==> config.mk <==
export PLATFORM = sky130hd
export DESIGN_NAME = mw_responder
export DESIGN_NICKNAME = d
export VERILOG_FILES = /design/src/rtl/mw_pkg.sv /design/src/rtl/mw_pin_sync.sv /design/src/rtl/mw_reply_table.sv /design/src/rtl/mw_engine.sv /design/src/rtl/mw_responder.sv
export SDC_FILE = /design/constraint.sdc
export NUM_CORES = 2
export LEC_CHECK = 0
export BUFFER_PORTS_ARGS = -buffer_cell sky130_fd_sc_hd__buf_2
export CORE_ASPECT_RATIO = 0.9
export CORE_MARGIN = 2
export CORE_UTILIZATION = 44
export CTS_CLUSTER_DIAMETER = 50
export DETAILED_ROUTE_END_ITERATION = 6
export PLACE_DENSITY = 0.63
export SKIP_LAST_GASP = 1
export SLEW_MARGIN = 10
export SYNTH_ARGS = -nofsm -noshare
export SYNTH_HDL_FRONTEND = slang
export SYNTH_SLANG_ARGS = --single-unit
export TNS_END_PERCENT = 20
==> constraint.sdc <==
create_clock -name clk_i -period 3.8 [get_ports clk_i]
set_input_delay 0.76 -clock clk_i [delete_from_list [all_inputs] [get_ports clk_i]]
set_output_delay 0.76 -clock clk_i [all_outputs]
set_load 0.03 [all_outputs]
==> src/rtl/mw_pkg.sv <==
package mw_pkg;

    localparam int CMD_W       = 8;
    localparam int REPLY_W_MIN = 4;
    localparam int REPLY_W_MAX = 16;
    localparam int LEN_W       = $clog2(REPLY_W_MAX + 1);

    typedef enum logic [1:0] {
        PH_CMD,
        PH_DECODE,
        PH_ARM,
        PH_REPLY
    } mw_phase_e;

    typedef struct packed {
        logic rise;
        logic fall;
        logic cs_idle;
        logic data;
    } mw_pins_t;

    function automatic logic [LEN_W-1:0] clamp_len(input logic [LEN_W-1:0] raw);
        if (raw < LEN_W'(REPLY_W_MIN)) return LEN_W'(REPLY_W_MIN);
        if (raw > LEN_W'(REPLY_W_MAX)) return LEN_W'(REPLY_W_MAX);
        return raw;
    endfunction

endpackage

==> src/rtl/mw_pin_sync.sv <==
module mw_pin_sync
    import mw_pkg::*;
#(
    parameter int STAGES = 2
) (
    input  logic     clk_i,
    input  logic     rst_i,
    input  logic     sclk_i,
    input  logic     cs_n_i,
    input  logic     pico_i,
    output mw_pins_t pins_o
);
    localparam int NPIN = 3;
    localparam logic [NPIN-1:0] RST_VAL = 3'b010;

    logic [NPIN-1:0] raw;
    logic [NPIN-1:0] synced;
    logic            sclk_prev;

    assign raw = {sclk_i, cs_n_i, pico_i};

    for (genvar p = 0; p < NPIN; p++) begin : g_pin
        logic [STAGES-1:0] chain;
        always_ff @(posedge clk_i) begin
            if (rst_i) chain <= {STAGES{RST_VAL[p]}};
            else       chain <= {chain[STAGES-2:0], raw[p]};
        end
        assign synced[p] = chain[STAGES-1];
    end

    always_ff @(posedge clk_i) begin
        if (rst_i) sclk_prev <= 1'b0;
        else       sclk_prev <= synced[2];
    end

    always_comb begin
        pins_o.rise    = synced[2] & ~sclk_prev;
        pins_o.fall    = ~synced[2] & sclk_prev;
        pins_o.cs_idle = synced[1];
        pins_o.data    = synced[0];
    end

endmodule

==> src/rtl/mw_reply_table.sv <==
module mw_reply_table #(
    parameter int ADDR_W = 8,
    parameter int DATA_W = 16
) (
    input  logic              clk_i,
    input  logic              we_i,
    input  logic [ADDR_W-1:0] waddr_i,
    input  logic [DATA_W-1:0] wdata_i,
    input  logic [ADDR_W-1:0] raddr_i,
    output logic [DATA_W-1:0] rdata_o
);
    localparam int DEPTH = 1 << ADDR_W;

    logic [DATA_W-1:0] mem [DEPTH];

    always_ff @(posedge clk_i) begin
        if (we_i) mem[waddr_i] <= wdata_i;
    end

    assign rdata_o = mem[raddr_i];

endmodule

==> src/rtl/mw_engine.sv <==
module mw_engine
    import mw_pkg::*;
#(
    parameter int CMDW   = CMD_W,
    parameter int DATA_W = REPLY_W_MAX
) (
    input  logic              clk_i,
    input  logic              rst_i,
    input  mw_pins_t          pins_i,
    input  logic [LEN_W-1:0]  len_cfg_i,
    output logic [CMDW-1:0]   rd_addr_o,
    input  logic [DATA_W-1:0] rd_data_i,
    output logic [CMDW-1:0]   cmd_o,
    output logic              cmd_valid_o,
    output logic              poci_o,
    output logic              poci_oe_o,
    output logic [LEN_W-1:0]  len_o
);
    localparam int CNT_W = $clog2(DATA_W + 1);

    mw_phase_e         phase_q;
    logic [CNT_W-1:0]  cnt_q;
    logic [CMDW-1:0]   shreg_q;
    logic [DATA_W-1:0] word_q;
    logic [DATA_W-1:0] tx_q;
    logic [DATA_W-1:0] aligned;
    logic [CMDW-1:0]   next_byte;

    assign next_byte = {shreg_q[CMDW-2:0], pins_i.data};
    assign rd_addr_o = next_byte;
    assign aligned   = word_q << (DATA_W - int'(len_o));
    assign poci_o    = tx_q[DATA_W-1];

    always_ff @(posedge clk_i) begin
        if (rst_i || pins_i.cs_idle) begin
            phase_q     <= PH_CMD;
            cnt_q       <= '0;
            poci_oe_o   <= 1'b0;
            cmd_valid_o <= 1'b0;
            if (rst_i) begin
                shreg_q <= '0;
                cmd_o   <= '0;
                word_q  <= '0;
                tx_q    <= '0;
                len_o   <= LEN_W'(REPLY_W_MIN);
            end
        end else begin
            cmd_valid_o <= 1'b0;
            unique case (phase_q)
                PH_CMD: if (pins_i.rise) begin
                    shreg_q <= next_byte;
                    if (cnt_q == CNT_W'(CMDW - 1)) begin
                        cmd_o       <= next_byte;
                        cmd_valid_o <= 1'b1;
                        word_q      <= rd_data_i;
                        len_o       <= clamp_len(len_cfg_i);
                        cnt_q       <= '0;
                        phase_q     <= PH_DECODE;
                    end else begin
                        cnt_q <= cnt_q + 1'b1;
                    end
                end
                PH_DECODE: if (pins_i.rise) phase_q <= PH_ARM;
                PH_ARM: if (pins_i.fall) begin
                    tx_q      <= aligned;
                    poci_oe_o <= 1'b1;
                    cnt_q     <= CNT_W'(int'(len_o) - 1);
                    phase_q   <= PH_REPLY;
                end
                PH_REPLY: if (pins_i.fall) begin
                    if (cnt_q == '0) begin
                        poci_oe_o <= 1'b0;
                        phase_q   <= PH_CMD;
                    end else begin
                        tx_q  <= tx_q << 1;
                        cnt_q <= cnt_q - 1'b1;
                    end
                end
                default: phase_q <= PH_CMD;
            endcase
        end
    end

endmodule

==> src/rtl/mw_responder.sv <==
module mw_responder
    import mw_pkg::*;
#(
    parameter int SYNC_STAGES = 2,
    parameter int DATA_W      = REPLY_W_MAX
) (
    input  logic              clk_i,
    input  logic              rst_i,
    input  logic              sclk_i,
    input  logic              cs_n_i,
    input  logic              pico_i,
    output logic              poci_o,
    output logic              poci_oe_o,
    input  logic [LEN_W-1:0]  len_i,
    output logic [CMD_W-1:0]  cmd_o,
    output logic              cmd_valid_o,
    input  logic              tbl_we_i,
    input  logic [CMD_W-1:0]  tbl_addr_i,
    input  logic [DATA_W-1:0] tbl_wdata_i
);
    mw_pins_t          pins;
    logic [CMD_W-1:0]  rd_addr;
    logic [DATA_W-1:0] rd_data;
    logic [LEN_W-1:0]  reply_len;
    logic              cs_n_s;
    logic              sclk_fall;

    assign cs_n_s    = pins.cs_idle;
    assign sclk_fall = pins.fall;

    mw_pin_sync #(.STAGES(SYNC_STAGES)) u_sync (
        .clk_i  (clk_i),
        .rst_i  (rst_i),
        .sclk_i (sclk_i),
        .cs_n_i (cs_n_i),
        .pico_i (pico_i),
        .pins_o (pins)
    );

    mw_reply_table #(.ADDR_W(CMD_W), .DATA_W(DATA_W)) u_table (
        .clk_i   (clk_i),
        .we_i    (tbl_we_i),
        .waddr_i (tbl_addr_i),
        .wdata_i (tbl_wdata_i),
        .raddr_i (rd_addr),
        .rdata_o (rd_data)
    );

    mw_engine #(.CMDW(CMD_W), .DATA_W(DATA_W)) u_engine (
        .clk_i       (clk_i),
        .rst_i       (rst_i),
        .pins_i      (pins),
        .len_cfg_i   (len_i),
        .rd_addr_o   (rd_addr),
        .rd_data_i   (rd_data),
        .cmd_o       (cmd_o),
        .cmd_valid_o (cmd_valid_o),
        .poci_o      (poci_o),
        .poci_oe_o   (poci_oe_o),
        .len_o       (reply_len)
    );

endmodule

==> metrics <==
Min-Delay Path Class input pin to flop; Avg Inst Size Synth 21.3 sq um; first-pass GRT wire length 627 mm; DRC 1; relative slew slack -1.25%; TritonCTS buffer count 443; largest family of logic cells by synthesized area multiplexers; Cell Area, Placed 0.172 sq mm; Reg-to-Reg Start u_engine.shreg_q[1]; Cell variety after synth 70; Core Area 0.363 sq mm; hpwl dp 279 mm; Adder-Cell Fraction of Synth Area 0.0626%; CTS Buffer Depth 4; #FFs+latches synth 4164; EDFF count, synth 4148; Mapped Nets 7567; period utilization 102%; fin. max-slew vios 39; via count 83.1k; detailed router's first-iteration violation count 12.4k; Fillers 28.1k; clock-pin slew on the worst setup and hold paths 0.06 ns; CP endpoint kind flop; Initial DRT Pass Iterations 7; fin crit period 3.86 ns; sequential area share after synthesis 78.1%; fin worst setup slack -0.0616 ns; startpoint types flop; H-tree levels 5; Max-Cap Viols 0; pin count of the biggest net entering global routing 132; initial antenna violation count 24; drt via density 6.15; arrival time at the worst endpoint 4.56 ns; IO Port Bufs 45; Initial Util 44.1%; vias in the first global route 81.2k; CTS tree built; overall power 96.9 mW; Post-CTS Hold Buffers 0; Routed WL per cell 33.1 microns; Global Route Usage Sum 23.9%; Synth Area in Compound Gates 3.92%; Final setup viols 5; fraction of registers with async set/reset 0%; slowest cell on the critical path a22oi_1; Yosys warnings 0; Slew @ Worst Pin 1.52 ns; setup TNS -0.158 ns; Max Fclk 259 MHz; area delta synth->final 16.4%; failing checks DRC, slew limit, setup timing; final instance area 0.186 sq mm; final core utilization 51.3%; global route overflow 0; Post-Synth Simple-Gate Area 2.16%; clk_lat worst skew 0.98 ns; Mapped Area 0.160 sq mm; power density over cell area 520 mW/mm^2; Std-Cell Rows 210; die height 576 microns; worst clock skew 0.0484 ns; status finished, violations left; Routed Wire Length 448 mm; remaining antenna violation count 0; Post-Synth XOR/XNOR Area 0.0548%; final net count 8396; kind of critical path flop to flop; worst-path cell chain buf_4 > buf_12 > nand2b_1 > nor3_2 > buf_4 > a22oi_1 > nand4_1 > nor4_1 > buf_4 > nand3_1; CTS root buf clkbuf_16; Worst path most repeated cell buf_4; clock sinks 4164; share of cells above drive strength 1 27.5%; Top FF cell, synth edfxtp_1; RSZ-0062 raised after global routing true; worst-path fanout max 35; CP startpoint u_engine.shreg_q[1]; CP peak stage delay 0.60 ns; VDD IR max 0.419 mV; Hold Slack 0.0932 ns; Die Area 0.368 sq mm; Worst Min Path Start tbl_wdata_i[3]; final hold violations 0; Data required, critical path 4.50 ns; Die X 640 microns; Leakage Power 58.1 nW; I/O pin cnt 46; GP Congestion 0.877; post-synthesis mux area share 14.3%; synthesized instance count 7524
per-stage QoR:
step / std cells / worst slack, ns
after floorplan: 7524 / 0.594
after global routing: 13512 / -0.141
after detailed placement: 12678 / -0.182
after CTS: 13505 / -0.0550
after global placement: 12675 / -0.656
final: 13518 / -0.0616
repair_timing:
| action | in CTS | in global routing |
|---|---|---|
| setup buffers | 0 | 0 |
| setup endpoints to repair | 7 | 14 |
| pin swaps | 0 | 4 |
| cloned | 0 | 0 |
| resized for setup | 2 | 15 |
Yosys cell counts, types with 20 or more instances:
library cell | instances | area share, %
clkbuf_1 | 154 | 0.36
o22ai_1 | 33 | 0.13
a21oi_1 | 63 | 0.20
o21ai_0 | 32 | 0.10
nand4_1 | 52 | 0.20
nand2_1 | 115 | 0.27
edfxtp_1 | 4148 | 78
mux2i_1 | 539 | 3.4
nand3_1 | 93 | 0.29
a22o_1 | 77 | 0.42
buf_6 | 24 | 0.17
buf_4 | 35 | 0.16
a221oi_1 | 133 | 0.73
nor3_1 | 44 | 0.14
nor2_1 | 318 | 0.75
buf_1 | 30 | 0.070
mux4_2 | 772 | 11
buf_2 | 206 | 0.64
a22oi_1 | 401 | 1.9
nor2b_1 | 20 | 0.078
cell families after synthesis:
| group | count (synthesis) |
|---|---|
| buf+inv | 461 |
| flops | 4164 |
| compound gates | 825 |
| fa+ha+maj | 8 |
| simple gates | 739 |
| xor+xnor | 10 |
| mux | 1317 |
state kept, by name, summed over array words and instances (netlist names):
signal / count
u_engine.shreg_q: 7
u_engine.cmd_o: 8
u_engine.cnt_q: 5
u_engine.cmd_valid_o: 1
u_engine.word_q: 16
u_engine.poci_oe_o: 1
u_sync.g_pin.chain: 6
u_table.mem: 4096
u_sync.sclk_prev: 1
u_engine.tx_q: 16
u_engine.len_o: 5
u_engine.phase_q: 2
placed cells by master (no fill, tap or decap), drive strengths merged, types with 6 or more instances in the layout:
cell type and count:
nand4 52, nor2 318, a22oi 401, clkinv 197
a41oi 15, and4 6, a21oi 63, xor2 8
and3 16, o21ai 32, a31oi 7, buf 833
mux2i 539, o22ai 33, a22o 77, mux2 6
clkbuf 527, nor4 11, nor3 51, o211ai 12
clkinvlp 27, a32oi 10, and2 14, or2 13
nand2b 7, edfxtp 4148, bufinv 42, nand3b 8
diode 13, nand3 93, mux4 772, a221oi 134
nand2 115, dfxtp 16, inv 46, nor2b 20
ha 8
worst max-delay path, delay by kind of cell (launching register included):
kind | cells | cell delay (ns)
AO/OA/AOI/OAI | 1 | 0.60
buffers and inverters | 4 | 0.91
flip-flops | 1 | 0.49
AND/OR/NAND/NOR | 5 | 1.54
where the power goes:
group / internal, mW / total (mW) / switching [mW]
clock: 24.7 / 42.7 / 18.0
sequential: 50.6 / 50.7 / 0.0591
combinational: 1.16 / 3.51 / 2.35
total: 76.5 / 96.9 / 20.4
path summary, 6_finish.rpt:
kind	cells after the start	endpoint	slack, ns
setup reg to reg	10	u_engine.word_q[8]	-0.06
hold / removal	1	u_table.mem[252][3]	0.09
hold reg to reg	1	u_sync.g_pin[1].chain[1]	0.45
setup / recovery	10	u_engine.word_q[8]	-0.06
metal layers:
metal	vias up	wire length, microns	track usage [%]
met5	-	42	0
met4	6	17000	7.82
met3	758	45300	4.50
met2	4689	208000	37.0
met1	44109	178000	34.4
li1	33550	-	-
area by class of cell:
class / count / area (sq um) / share of cell area [%]
Sequential cell: 4164 / 125000 / 67.1
Multi-Input combinational cell: 2899 / 33200 / 17.8
Clock buffer: 527 / 11600 / 6.21
Timing Repair Buffer: 833 / 7540 / 4.05
Tap cell: 4770 / 5970 / 3.21
Clock inverter: 300 / 2910 / 1.56
Inverter: 12 / 45.0 / 0.0242
Antenna cell: 13 / 32.5 / 0.0175
(Power assumes the default switching activity.)
